`src/rtl/lp_mode_pkg.sv`:
```
package lp_mode_pkg;

  typedef enum logic [2:0] {
    LPM_RUN     = 3'd0,
    LPM_SLP_IRQ = 3'd1,
    LPM_SLP_EVT = 3'd2,
    LPM_STOP    = 3'd3,
    LPM_RESTART = 3'd4,
    LPM_STBY    = 3'd5
  } lpm_state_e;

  typedef enum logic [1:0] {
    REG_ON     = 2'd0,
    REG_LOWPWR = 2'd1,
    REG_OFF    = 2'd2
  } reg_mode_e;

  typedef enum logic [1:0] {
    DEPTH_LIGHT = 2'd0,
    DEPTH_STOP  = 2'd1,
    DEPTH_STBY  = 2'd2
  } depth_e;

  typedef struct packed {
    logic      core_clk;
    logic      dom_clk;
    logic      hsi;
    logic      hse;
    reg_mode_e reg_mode;
  } lpm_outs_t;

  // Depth chosen from the two configuration bits at entry time.
  function automatic depth_e pick_depth(input logic deep, input logic pdown);
    if (!deep)      return DEPTH_LIGHT;
    else if (pdown) return DEPTH_STBY;
    else            return DEPTH_STOP;
  endfunction

  // Gate and regulator settings seen in each state.
  function automatic lpm_outs_t outs_for(input lpm_state_e s, input logic stop_lp);
    lpm_outs_t o;
    o.core_clk = 1'b1;
    o.dom_clk  = 1'b1;
    o.hsi      = 1'b1;
    o.hse      = 1'b1;
    o.reg_mode = REG_ON;
    unique case (s)
      LPM_SLP_IRQ, LPM_SLP_EVT: o.core_clk = 1'b0;
      LPM_STOP: begin
        o.core_clk = 1'b0;
        o.dom_clk  = 1'b0;
        o.hsi      = 1'b0;
        o.hse      = 1'b0;
        o.reg_mode = stop_lp ? REG_LOWPWR : REG_ON;
      end
      LPM_RESTART: begin
        o.core_clk = 1'b0;
        o.dom_clk  = 1'b0;
      end
      LPM_STBY: begin
        o.core_clk = 1'b0;
        o.dom_clk  = 1'b0;
        o.hsi      = 1'b0;
        o.hse      = 1'b0;
        o.reg_mode = REG_OFF;
      end
      default: ;
    endcase
    return o;
  endfunction

endpackage

```
`src/rtl/lp_irq_qualify.sv`:
```
module lp_irq_qualify #(
  parameter int NIRQ   = 8,
  parameter int PRIO_W = 4
) (
  input  logic [NIRQ-1:0]        pend_i,
  input  logic [NIRQ-1:0]        en_i,
  input  logic [NIRQ*PRIO_W-1:0] prio_i,
  input  logic [PRIO_W-1:0]      thresh_i,
  output logic                   wake_o
);

  // Lower numeric value means more urgent; the threshold itself is masked.
  function automatic logic prio_beats(input logic [PRIO_W-1:0] p,
                                      input logic [PRIO_W-1:0] t);
    return p < t;
  endfunction

  logic [NIRQ-1:0] qual_w;

  for (genvar k = 0; k < NIRQ; k++) begin : g_irq
    assign qual_w[k] = pend_i[k] & en_i[k] &
                       prio_beats(prio_i[k*PRIO_W +: PRIO_W], thresh_i);
  end

  assign wake_o = |qual_w;

endmodule

```
`src/rtl/lp_wake_detect.sv`:
```
module lp_wake_detect #(
  parameter int NEXTI = 8,
  parameter int NSTBY = 7
) (
  input  logic             clk,
  input  logic             rst_n,
  input  logic [NEXTI-1:0] exti_pend_i,
  input  logic [NEXTI-1:0] exti_en_i,
  input  logic             pin_i,
  input  logic [NSTBY-1:0] stby_src_i,
  output logic             exti_wake_o,
  output logic             stby_wake_o
);

  logic pin_q;
  logic pin_rise_w;

  always_ff @(posedge clk or negedge rst_n) begin
    if (!rst_n) pin_q <= 1'b0;
    else        pin_q <= pin_i;
  end

  assign pin_rise_w  = pin_i & ~pin_q;
  assign exti_wake_o = |(exti_pend_i & exti_en_i);
  assign stby_wake_o = pin_rise_w | (|stby_src_i);

endmodule

```
`src/rtl/lp_mode_fsm.sv`:
```
module lp_mode_fsm
  import lp_mode_pkg::*;
(
  input  logic       clk,
  input  logic       rst_n,
  input  logic       wfi_i,
  input  logic       wfe_i,
  input  logic       eret_i,
  input  logic       sleep_on_exit_i,
  input  logic       deep_sleep_i,
  input  logic       pdown_sel_i,
  input  logic       lpreg_sel_i,
  input  logic       irq_wake_i,
  input  logic       event_i,
  input  logic       exti_wake_i,
  input  logic       stby_wake_i,
  input  logic       osc_rdy_i,
  input  logic       flag_clr_i,
  output lpm_state_e state_o,
  output logic       stop_lp_o,
  output logic       rst_req_o,
  output logic       flag_o
);

  lpm_state_e state_q, state_d;
  logic       stop_lp_q;
  logic       rst_req_q;
  logic       flag_q;
  logic       ret_entry_w;
  logic       entry_w;
  logic       evt_only_w;
  depth_e     depth_w;
  logic       go_stop_w;
  logic       go_stby_w;
  logic       leave_stby_w;

  assign ret_entry_w = eret_i & sleep_on_exit_i;
  assign entry_w     = wfi_i | wfe_i | ret_entry_w;
  assign evt_only_w  = wfe_i & ~wfi_i & ~ret_entry_w;
  assign depth_w     = pick_depth(deep_sleep_i, pdown_sel_i);

  always_comb begin
    state_d = state_q;
    unique case (state_q)
      LPM_RUN: begin
        if (entry_w) begin
          unique case (depth_w)
            DEPTH_LIGHT: state_d = evt_only_w ? LPM_SLP_EVT : LPM_SLP_IRQ;
            DEPTH_STOP:  state_d = LPM_STOP;
            default:     state_d = LPM_STBY;
          endcase
        end
      end
      LPM_SLP_IRQ: if (irq_wake_i)  state_d = LPM_RUN;
      LPM_SLP_EVT: if (event_i)     state_d = LPM_RUN;
      LPM_STOP:    if (exti_wake_i) state_d = LPM_RESTART;
      LPM_RESTART: if (osc_rdy_i)   state_d = LPM_RUN;
      LPM_STBY:    if (stby_wake_i) state_d = LPM_RUN;
      default:     state_d = LPM_RUN;
    endcase
  end

  assign go_stop_w    = (state_q == LPM_RUN) && (state_d == LPM_STOP);
  assign go_stby_w    = (state_q == LPM_RUN) && (state_d == LPM_STBY);
  assign leave_stby_w = (state_q == LPM_STBY) && (state_d == LPM_RUN);

  always_ff @(posedge clk or negedge rst_n) begin
    if (!rst_n) begin
      state_q   <= LPM_RUN;
      stop_lp_q <= 1'b0;
      rst_req_q <= 1'b0;
      flag_q    <= 1'b0;
    end else begin
      state_q   <= state_d;
      rst_req_q <= leave_stby_w;
      if (go_stop_w)  stop_lp_q <= lpreg_sel_i;
      if (flag_clr_i) flag_q    <= 1'b0;
      if (go_stby_w)  flag_q    <= 1'b1;
    end
  end

  assign state_o   = state_q;
  assign stop_lp_o = stop_lp_q;
  assign rst_req_o = rst_req_q;
  assign flag_o    = flag_q;

endmodule

```
`src/rtl/lp_mode_ctrl.sv`:
```
module lp_mode_ctrl
  import lp_mode_pkg::*;
#(
  parameter int NIRQ   = 8,
  parameter int PRIO_W = 4,
  parameter int NEXTI  = 8,
  parameter int NSTBY  = 7
) (
  input  logic                   clk,
  input  logic                   rst_n,
  input  logic                   wfi_i,
  input  logic                   wfe_i,
  input  logic                   eret_i,
  input  logic                   sleep_on_exit_i,
  input  logic                   deep_sleep_i,
  input  logic                   pdown_sel_i,
  input  logic                   lpreg_sel_i,
  input  logic [NIRQ-1:0]        irq_pend_i,
  input  logic [NIRQ-1:0]        irq_en_i,
  input  logic [NIRQ*PRIO_W-1:0] irq_prio_i,
  input  logic [PRIO_W-1:0]      prio_thresh_i,
  input  logic                   event_i,
  input  logic [NEXTI-1:0]       exti_pend_i,
  input  logic [NEXTI-1:0]       exti_en_i,
  input  logic                   wkup_pin_i,
  input  logic [NSTBY-1:0]       stby_src_i,
  input  logic                   osc_rdy_i,
  input  logic                   stby_flag_clr_i,
  output logic                   core_clk_en_o,
  output logic                   dom_clk_en_o,
  output logic                   hsi_en_o,
  output logic                   hse_en_o,
  output logic [1:0]             reg_mode_o,
  output logic                   stby_rst_req_o,
  output logic                   stby_flag_o,
  output logic [2:0]             state_o
);

  logic       irq_wake_w;
  logic       exti_wake_w;
  logic       stby_wake_w;
  lpm_state_e state_w;
  logic       stop_lp_w;
  lpm_outs_t  outs_w;

  lp_irq_qualify #(.NIRQ(NIRQ), .PRIO_W(PRIO_W)) u_irq (
    .pend_i   (irq_pend_i),
    .en_i     (irq_en_i),
    .prio_i   (irq_prio_i),
    .thresh_i (prio_thresh_i),
    .wake_o   (irq_wake_w)
  );

  lp_wake_detect #(.NEXTI(NEXTI), .NSTBY(NSTBY)) u_wake (
    .clk         (clk),
    .rst_n       (rst_n),
    .exti_pend_i (exti_pend_i),
    .exti_en_i   (exti_en_i),
    .pin_i       (wkup_pin_i),
    .stby_src_i  (stby_src_i),
    .exti_wake_o (exti_wake_w),
    .stby_wake_o (stby_wake_w)
  );

  lp_mode_fsm u_fsm (
    .clk             (clk),
    .rst_n           (rst_n),
    .wfi_i           (wfi_i),
    .wfe_i           (wfe_i),
    .eret_i          (eret_i),
    .sleep_on_exit_i (sleep_on_exit_i),
    .deep_sleep_i    (deep_sleep_i),
    .pdown_sel_i     (pdown_sel_i),
    .lpreg_sel_i     (lpreg_sel_i),
    .irq_wake_i      (irq_wake_w),
    .event_i         (event_i),
    .exti_wake_i     (exti_wake_w),
    .stby_wake_i     (stby_wake_w),
    .osc_rdy_i       (osc_rdy_i),
    .flag_clr_i      (stby_flag_clr_i),
    .state_o         (state_w),
    .stop_lp_o       (stop_lp_w),
    .rst_req_o       (stby_rst_req_o),
    .flag_o          (stby_flag_o)
  );

  assign outs_w        = outs_for(state_w, stop_lp_w);
  assign core_clk_en_o = outs_w.core_clk;
  assign dom_clk_en_o  = outs_w.dom_clk;
  assign hsi_en_o      = outs_w.hsi;
  assign hse_en_o      = outs_w.hse;
  assign reg_mode_o    = outs_w.reg_mode;
  assign state_o       = state_w;

endmodule

```
`config.mk`:
```
export PLATFORM = sky130hd
export DESIGN_NAME = lp_mode_ctrl
export DESIGN_NICKNAME = d
export VERILOG_FILES = /design/src/rtl/lp_mode_pkg.sv /design/src/rtl/lp_irq_qualify.sv /design/src/rtl/lp_wake_detect.sv /design/src/rtl/lp_mode_fsm.sv /design/src/rtl/lp_mode_ctrl.sv
export SDC_FILE = /design/constraint.sdc
export NUM_CORES = 1
export LEC_CHECK = 0
export BUFFER_PORTS_ARGS = -buffer_cell sky130_fd_sc_hd__buf_2
export CAP_MARGIN = 0
export CORE_MARGIN = 8
export CORE_UTILIZATION = 35
export CTS_BUF_LIST = sky130_fd_sc_hd__clkbuf_16
export CTS_CLUSTER_SIZE = 14
export DETAILED_ROUTE_END_ITERATION = 6
export GPL_TIMING_DRIVEN = 1
export PLACE_DENSITY_LB_ADDON = 0.2
export REMOVE_ABC_BUFFERS = 1
export SKIP_LAST_GASP = 1
export SLEW_MARGIN = 20
export SYNTH_ARGS = -nofsm -noshare
export SYNTH_HDL_FRONTEND = slang
export SYNTH_SLANG_ARGS = --single-unit
```
`constraint.sdc`:
```
create_clock -name clk -period 1.65 [get_ports clk]
set_input_delay 0.2475 -clock clk [delete_from_list [all_inputs] [get_ports clk]]
set_output_delay 0.2475 -clock clk [all_outputs]
set_load 0.02 [all_outputs]
```
==> results of run 1 <==
-- cell families (layout without fill, tap and decap cells) --
logic type / Yosys count / after routing / share of synthesized area [%]
AO/OA/AOI/OAI: 38 / 38 / 24.1
adder cells (fa/ha/maj): 24 / 24 / 28.8
buffers and inverters: 10 / 114 / 4.08
flip-flops: 7 / 7 / 16.8
multiplexers: 3 / 3 / 3.00
AND/OR/NAND/NOR: 42 / 42 / 23.2
-- sequential cells by signal (all words and copies together) (netlist names) --
signal           flops
u_fsm.flag_o         1
u_fsm.stop_lp_o      1
u_fsm.rst_req_o      1
u_fsm.state_o        3
u_wake.pin_q         1
-- critical path: stages (launching register included) --
cell and delay, ps:
dfrtp_1 480, and3b_2 270, inv_1 70, o21a_1 110, buf_2 160
-- layout by cell type, fill, tap and decap left out, types with 2 or more instances in the layout --
cell,count
nand2b_1,8
buf_4,3
ha_1,24
nor3_1,2
mux2i_1,2
a21oi_1,8
buf_2,98
o21a_1,2
nand2_1,16
a211oi_1,8
clkbuf_16,3
o21ai_0,8
dfrtp_1,7
a22oi_1,4
nand4_1,3
a21o_1,3
and3b_2,2
nor2_1,3
inv_1,8
-- power by group through the flow --
stage / Clock, uW / Combinational (uW) / Sequential [uW]
3_5_place_dp: 0 / 758 / 313
4_1_cts: 408 / 763 / 310
3_3_place_gp: 0 / 754 / 310
6_report: 402 / 753 / 312
5_1_grt: 425 / 841 / 320
2_1_floorplan: 0 / 400 / 360
-- repair_timing --
action / CTS / global route
resized for setup: 0 / 0
endpoints found under the setup margin: 0 / 0
endpoints found under the hold margin: 7 / 0
hold buffers: 1 / 0
setup buffers: 0 / 0
-- cell usage after synthesis --
cell type   n
nand4_2     1
nor3_1      2
inv_2       1
nand4_1     3
nand3_1     1
o41ai_1     1
o2111ai_1   1
mux2_2      1
buf_2       1
nor4_2      1
nand3b_1    1
a21oi_1     8
nand2_1    16
nand2b_1    8
nor2_1      3
a21o_2      1
and3b_2     2
o21a_1      2
a22oi_1     4
and2_1      1
dfrtp_1     7
a32o_1      1
inv_1       7
mux2i_1     2
nor4_1      1
or4_4       1
buf_4       1
nor3_2      1
o21ai_0     8
a211oi_1    8
a21o_1      3
o31ai_1     1
ha_1       24
-- metrics by stage --
step	hold WS [ps]	util, %	std cells	total power (uW)
after floorplan	-48.1	-	122	760
after global placement	84.6	53.6	256	1060
after detailed placement	86.2	53.6	256	1070
after CTS	151	56.7	261	1480
after global routing	155	56.7	261	1590
final	150	56.7	261	1470
-- area by class of cell --
class / instances / area [um2] / share of cell area [%]
multi-input cells: 107 / 825 / 49.3
repair buffers: 102 / 523 / 31.3
flip-flops and latches: 7 / 175 / 10.5
clock buffers: 3 / 75.1 / 4.49
well taps: 33 / 41.3 / 2.47
inverters: 8 / 30.0 / 1.80
clock inverters: 1 / 3.75 / 0.224
-- per-layer routing --
layer | vias up | routed length (um)
li1 | 675 | -
met1 | 521 | 1470
met2 | 57 | 1580
met3 | 2 | 416
met4 | 0 | 4
met5 | - | 0
-- worst paths after layout --
| kind | start | to | cells after the start |
|---|---|---|---|
| worst min register to register | u_fsm.stop_lp_o | u_fsm.stop_lp_o | 1 |
| worst min-delay path | wkup_pin_i | u_wake.pin_q | 1 |
| worst max register to register | u_fsm.state_o[2] | u_fsm.rst_req_o | 4 |
| min in group asynchronous | rst_n | u_fsm.flag_o | 2 |
| worst max-delay path | u_fsm.state_o[2] | dom_clk_en_o | 4 |
| max in group asynchronous | rst_n | u_fsm.stop_lp_o | 2 |
==> flow_summary.yaml, run 1 <==
setup_path:
  cp_data_arrival_time_ps: 1320
  worstPathRequired_ps: 1400
  critPathLaunchType: "register"
  reg2reg_slack_ps: 270
  worstPathMaxFanout: 8
  path_class: "reg2out"
  cp-end-kind: "output pin"
route:
  postRouteAntennaNets: 0
  drcViolationCount: 0
  wl_per_cell_um: 13.3
  vias: 1255
  drtIter0Drc: 19
  firstDrtPassIters: 4
  via_per_inst: 4.81
  wirelength_mm: 3.48
timing:
  rsz0062_at_grt: "false"
  finalSetupViolCount: 0
  fin_worst_skew_ps: 2.16
  worst_pin_slew_ps: 358
  hold_viol_final: 0
  tns_ps: 0
  timing.final.ws_setup_ps: 80.0
  maxSlewViolCount: 0
  relSlewSlack_pct: 75.8
  finalCritPeriodShare_pct: 95.2
  min_period_ps: 1570
  clock.fmax_mhz: 637
synthesis:
  yosysTopAreaCellShare_pct: 28.8
  synth_seq_cells: 7
  syn_area_per_cell_um2: 8.41
  ys_top_cells_by_area: "ha_1 29%, dfrtp_1 17%, a211oi_1 5.8%"
  synth_cell_types: 33
  synth_area_um2: 1040
  ys_seq_area_share_pct: 16.8
  synth_top_area_cell: "ha_1"
  netlist_instances: 124
  yosys_warnings: 0
power_and_ir_drop:
  netSwitchingFraction_pct: 38.8
  p_int_uw: 898
  ir_worst_vdd_mv: 0.279
  power.density_nw_per_um2: 877
  p_comb_share_pct: 51.3
  switching_power_uw: 569
  p_seq_share_pct: 21.2
  p_clk_share_pct: 27.4
  p_leak_uw: 0.000939
global_route:
  grt_pass1_wl_mm: 5.70
  grt.overflow.total: 0
  track_usage_pct: 13.5
  gr-usage-met3_pct: 7.91
  gr-usage-met1_pct: 14.3
  grt_pass1_vias: 1291
  grt_max_degree: 9
  antenna_found_initial: 0
  grt_util_met2_pct: 23.0
  grt_most_used_layer: "met2"
cells_and_area:
  antenna_cells: 0
  drive_above_1_share_pct: 49.6
  area_growth_pct: 60.5
  final_nets: 341
  n_fill_cell: 290
  stdcell_area_um2: 1670
clock_tree:
  cts_max_level: 1
  numCtsBuffers: 3
  clkSlewWorstSetupHoldPaths_ps: 40
  cts.sinks: 7
  clk_latency_ps: 230
  cts_tree: "yes"
  cts_max_path_buffers: 2
  cts_root_buf: "clkbuf_16"
die:
  fp.dieW_um: 70.6
  io_pins: 99
  die_y_um: 70.6
  die_area_um2: 4980
  rows: 20
  core-area_um2: 2950
  initial_core_util_pct: 35.3
place:
  post-place-ws_ps: 130
  portBuffers: 98
  hpwlAfterDp_mm: 3.16
  gp_congestion: 0.725
  place_area_um2: 1580
run_status:
  status: "finished, final reports clean"
job:
  cap_violations: 0
min_path:
  hp-class: "in2reg"
No activity file was read; power rests on OpenSTA's default activity.
==> inputs of run 2 (changes only) <==
- CORE_UTILIZATION: 35 -> 30
==> flow_summary.yaml, run 2 (synthesis results as in run 1) <==
die:
  die_area_um2: 5620
  core-area_um2: 3340
  rows: 21
  die_y_um: 74.9
  fp.dieW_um: 74.9
  initial_core_util_pct: 31.2
  io_pins: 99
timing:
  maxSlewViolCount: 0
  clock.fmax_mhz: 628
  finalSetupViolCount: 0
  min_period_ps: 1590
  finalCritPeriodShare_pct: 96.5
  rsz0062_at_grt: "false"
  fin_worst_skew_ps: 2.85
  timing.final.ws_setup_ps: 58.4
  relSlewSlack_pct: 79.2
  hold_viol_final: 0
  worst_pin_slew_ps: 308
clock_tree:
  cts_max_path_buffers: 2
  cts_tree: "yes"
  numCtsBuffers: 3
  cts_root_buf: "clkbuf_16"
  cts.sinks: 7
  clkSlewWorstSetupHoldPaths_ps: 40
  clk_latency_ps: 230
  post_cts_buffers: 0
  cts_max_level: 1
route:
  wl_per_cell_um: 12.8
  firstDrtPassIters: 4
  wirelength_mm: 3.48
  drtIter0Drc: 24
  postRouteAntennaNets: 0
  via_per_inst: 4.57
  drcViolationCount: 0
  vias: 1247
power_and_ir_drop:
  power.density_nw_per_um2: 863
  ir_worst_vdd_mv: 0.315
  p_leak_uw: 0.000932
cells_and_area:
  largest_reg_flops: 3
  antenna_cells: 0
  final_cell_mix: "98 x buf_2, 24 x ha_1, 16 x nand2_1"
  n_fill_cell: 357
  final_common_cell: "buf_2"
  final_nets: 340
  fin_cells: 273
  area_growth_pct: 61.5
  drive_above_1_share_pct: 49.8
setup_path:
  crit_path_top_delay_cell: "dfrtp_1"
  cp_data_arrival_time_ps: 1340
  path_class: "reg2out"
  cp-end-kind: "output pin"
  worstPathMaxFanout: 8
  slowest_delay_ps: 490
  worstPathRequired_ps: 1400
  critPathLaunchType: "register"
  worstPathCellList: "and3b_2 > inv_1 > o21a_1 > buf_2"
global_route:
  grt_pass1_wl_mm: 5.23
  grt_pass1_vias: 1267
  track_usage_pct: 11.9
  grt_max_degree: 12
  antenna_found_initial: 0
  grt.overflow.total: 0
place:
  portBuffers: 98
  dp.cells: 268
  post-place-ws_ps: 47.1
  hpwlAfterDp_mm: 3.17
  gp_congestion: 0.676
job:
  cap_violations: 0
run_status:
  status: "finished, final reports clean"
min_path:
  hp-class: "in2reg"
==> run 2: area by class of cell <==
| cell class | instances | area [um2] | area share [%] |
|---|---|---|---|
| tap | 46 | 57.6 | 3.42 |
| multi-input combinational | 107 | 825 | 49.0 |
| inverter | 8 | 30.0 | 1.78 |
| timing repair buffer | 101 | 515 | 30.6 |
| clock buffer | 3 | 75.1 | 4.46 |
| clock inverter | 1 | 3.75 | 0.223 |
| sequential | 7 | 176 | 10.5 |
==> run 2: metrics by stage <==
| step | TNS, ps | instance area, um2 | hold slack [ps] | utilization (%) | total power, uW |
|---|---|---|---|---|---|
| floorplan | -98.0 | 1030 | -48.1 | - | 760 |
| global placement | 0 | 1590 | 93.1 | 47.7 | 1050 |
| detailed placement | 0 | 1590 | 91.9 | 47.7 | 1050 |
| CTS | 0 | 1680 | 138 | 50.4 | 1470 |
| global route | 0 | 1680 | 139 | 50.4 | 1560 |
| finish | 0 | 1680 | 139 | 50.4 | 1450 |
==> run 2: worst max-delay path, delay by kind of cell, from the launching register on <==
| family | cells | cell delay (ps) |
|---|---|---|
| buffers and inverters | 2 | 240 |
| AND/OR/NAND/NOR | 1 | 270 |
| AO/OA/AOI/OAI | 1 | 110 |
| flip-flops | 1 | 490 |
==> run 2: path summary, 6_finish.rpt <==
check / from / end / slack [ps] / cells past startpoint
min in group asynchronous: rst_n / u_fsm.stop_lp_o / 400 / 2
min: wkup_pin_i / u_wake.pin_q / 140 / 1
max in group asynchronous: rst_n / u_fsm.state_o[1] / 1080 / 2
min reg2reg: u_fsm.stop_lp_o / u_fsm.stop_lp_o / 500 / 1
max reg2reg: u_fsm.state_o[2] / u_fsm.rst_req_o / 270 / 4
max: u_fsm.state_o[2] / dom_clk_en_o / 60 / 4
==> run 2: metal layers <==
| metal | global-route usage [%] | up-vias | share of wire (%) |
|---|---|---|---|
| met2 | 18.4 | 61 | 43 |
| met5 | 0 | - | 0 |
| li1 | - | 676 | - |
| met1 | 14.1 | 508 | 44 |
| met3 | 4.53 | 2 | 11 |
| met4 | 5.22 | 0 | 0.89 |
==> run 2: timing repair <==
item,in CTS,in global routing
endpoints found under the hold margin,7,0
setup endpoints to repair,0,3
hold buffers,1,0
resized for setup,0,1
==> run 2: where the power goes <==
part / internal (uW) / leakage [uW] / switching, uW
clock: 315 / 0.0000423 / 93.0
sequential: 233 / 0.0000880 / 89.8
combinational: 338 / 0.000802 / 384
total: 886 / 0.000932 / 567
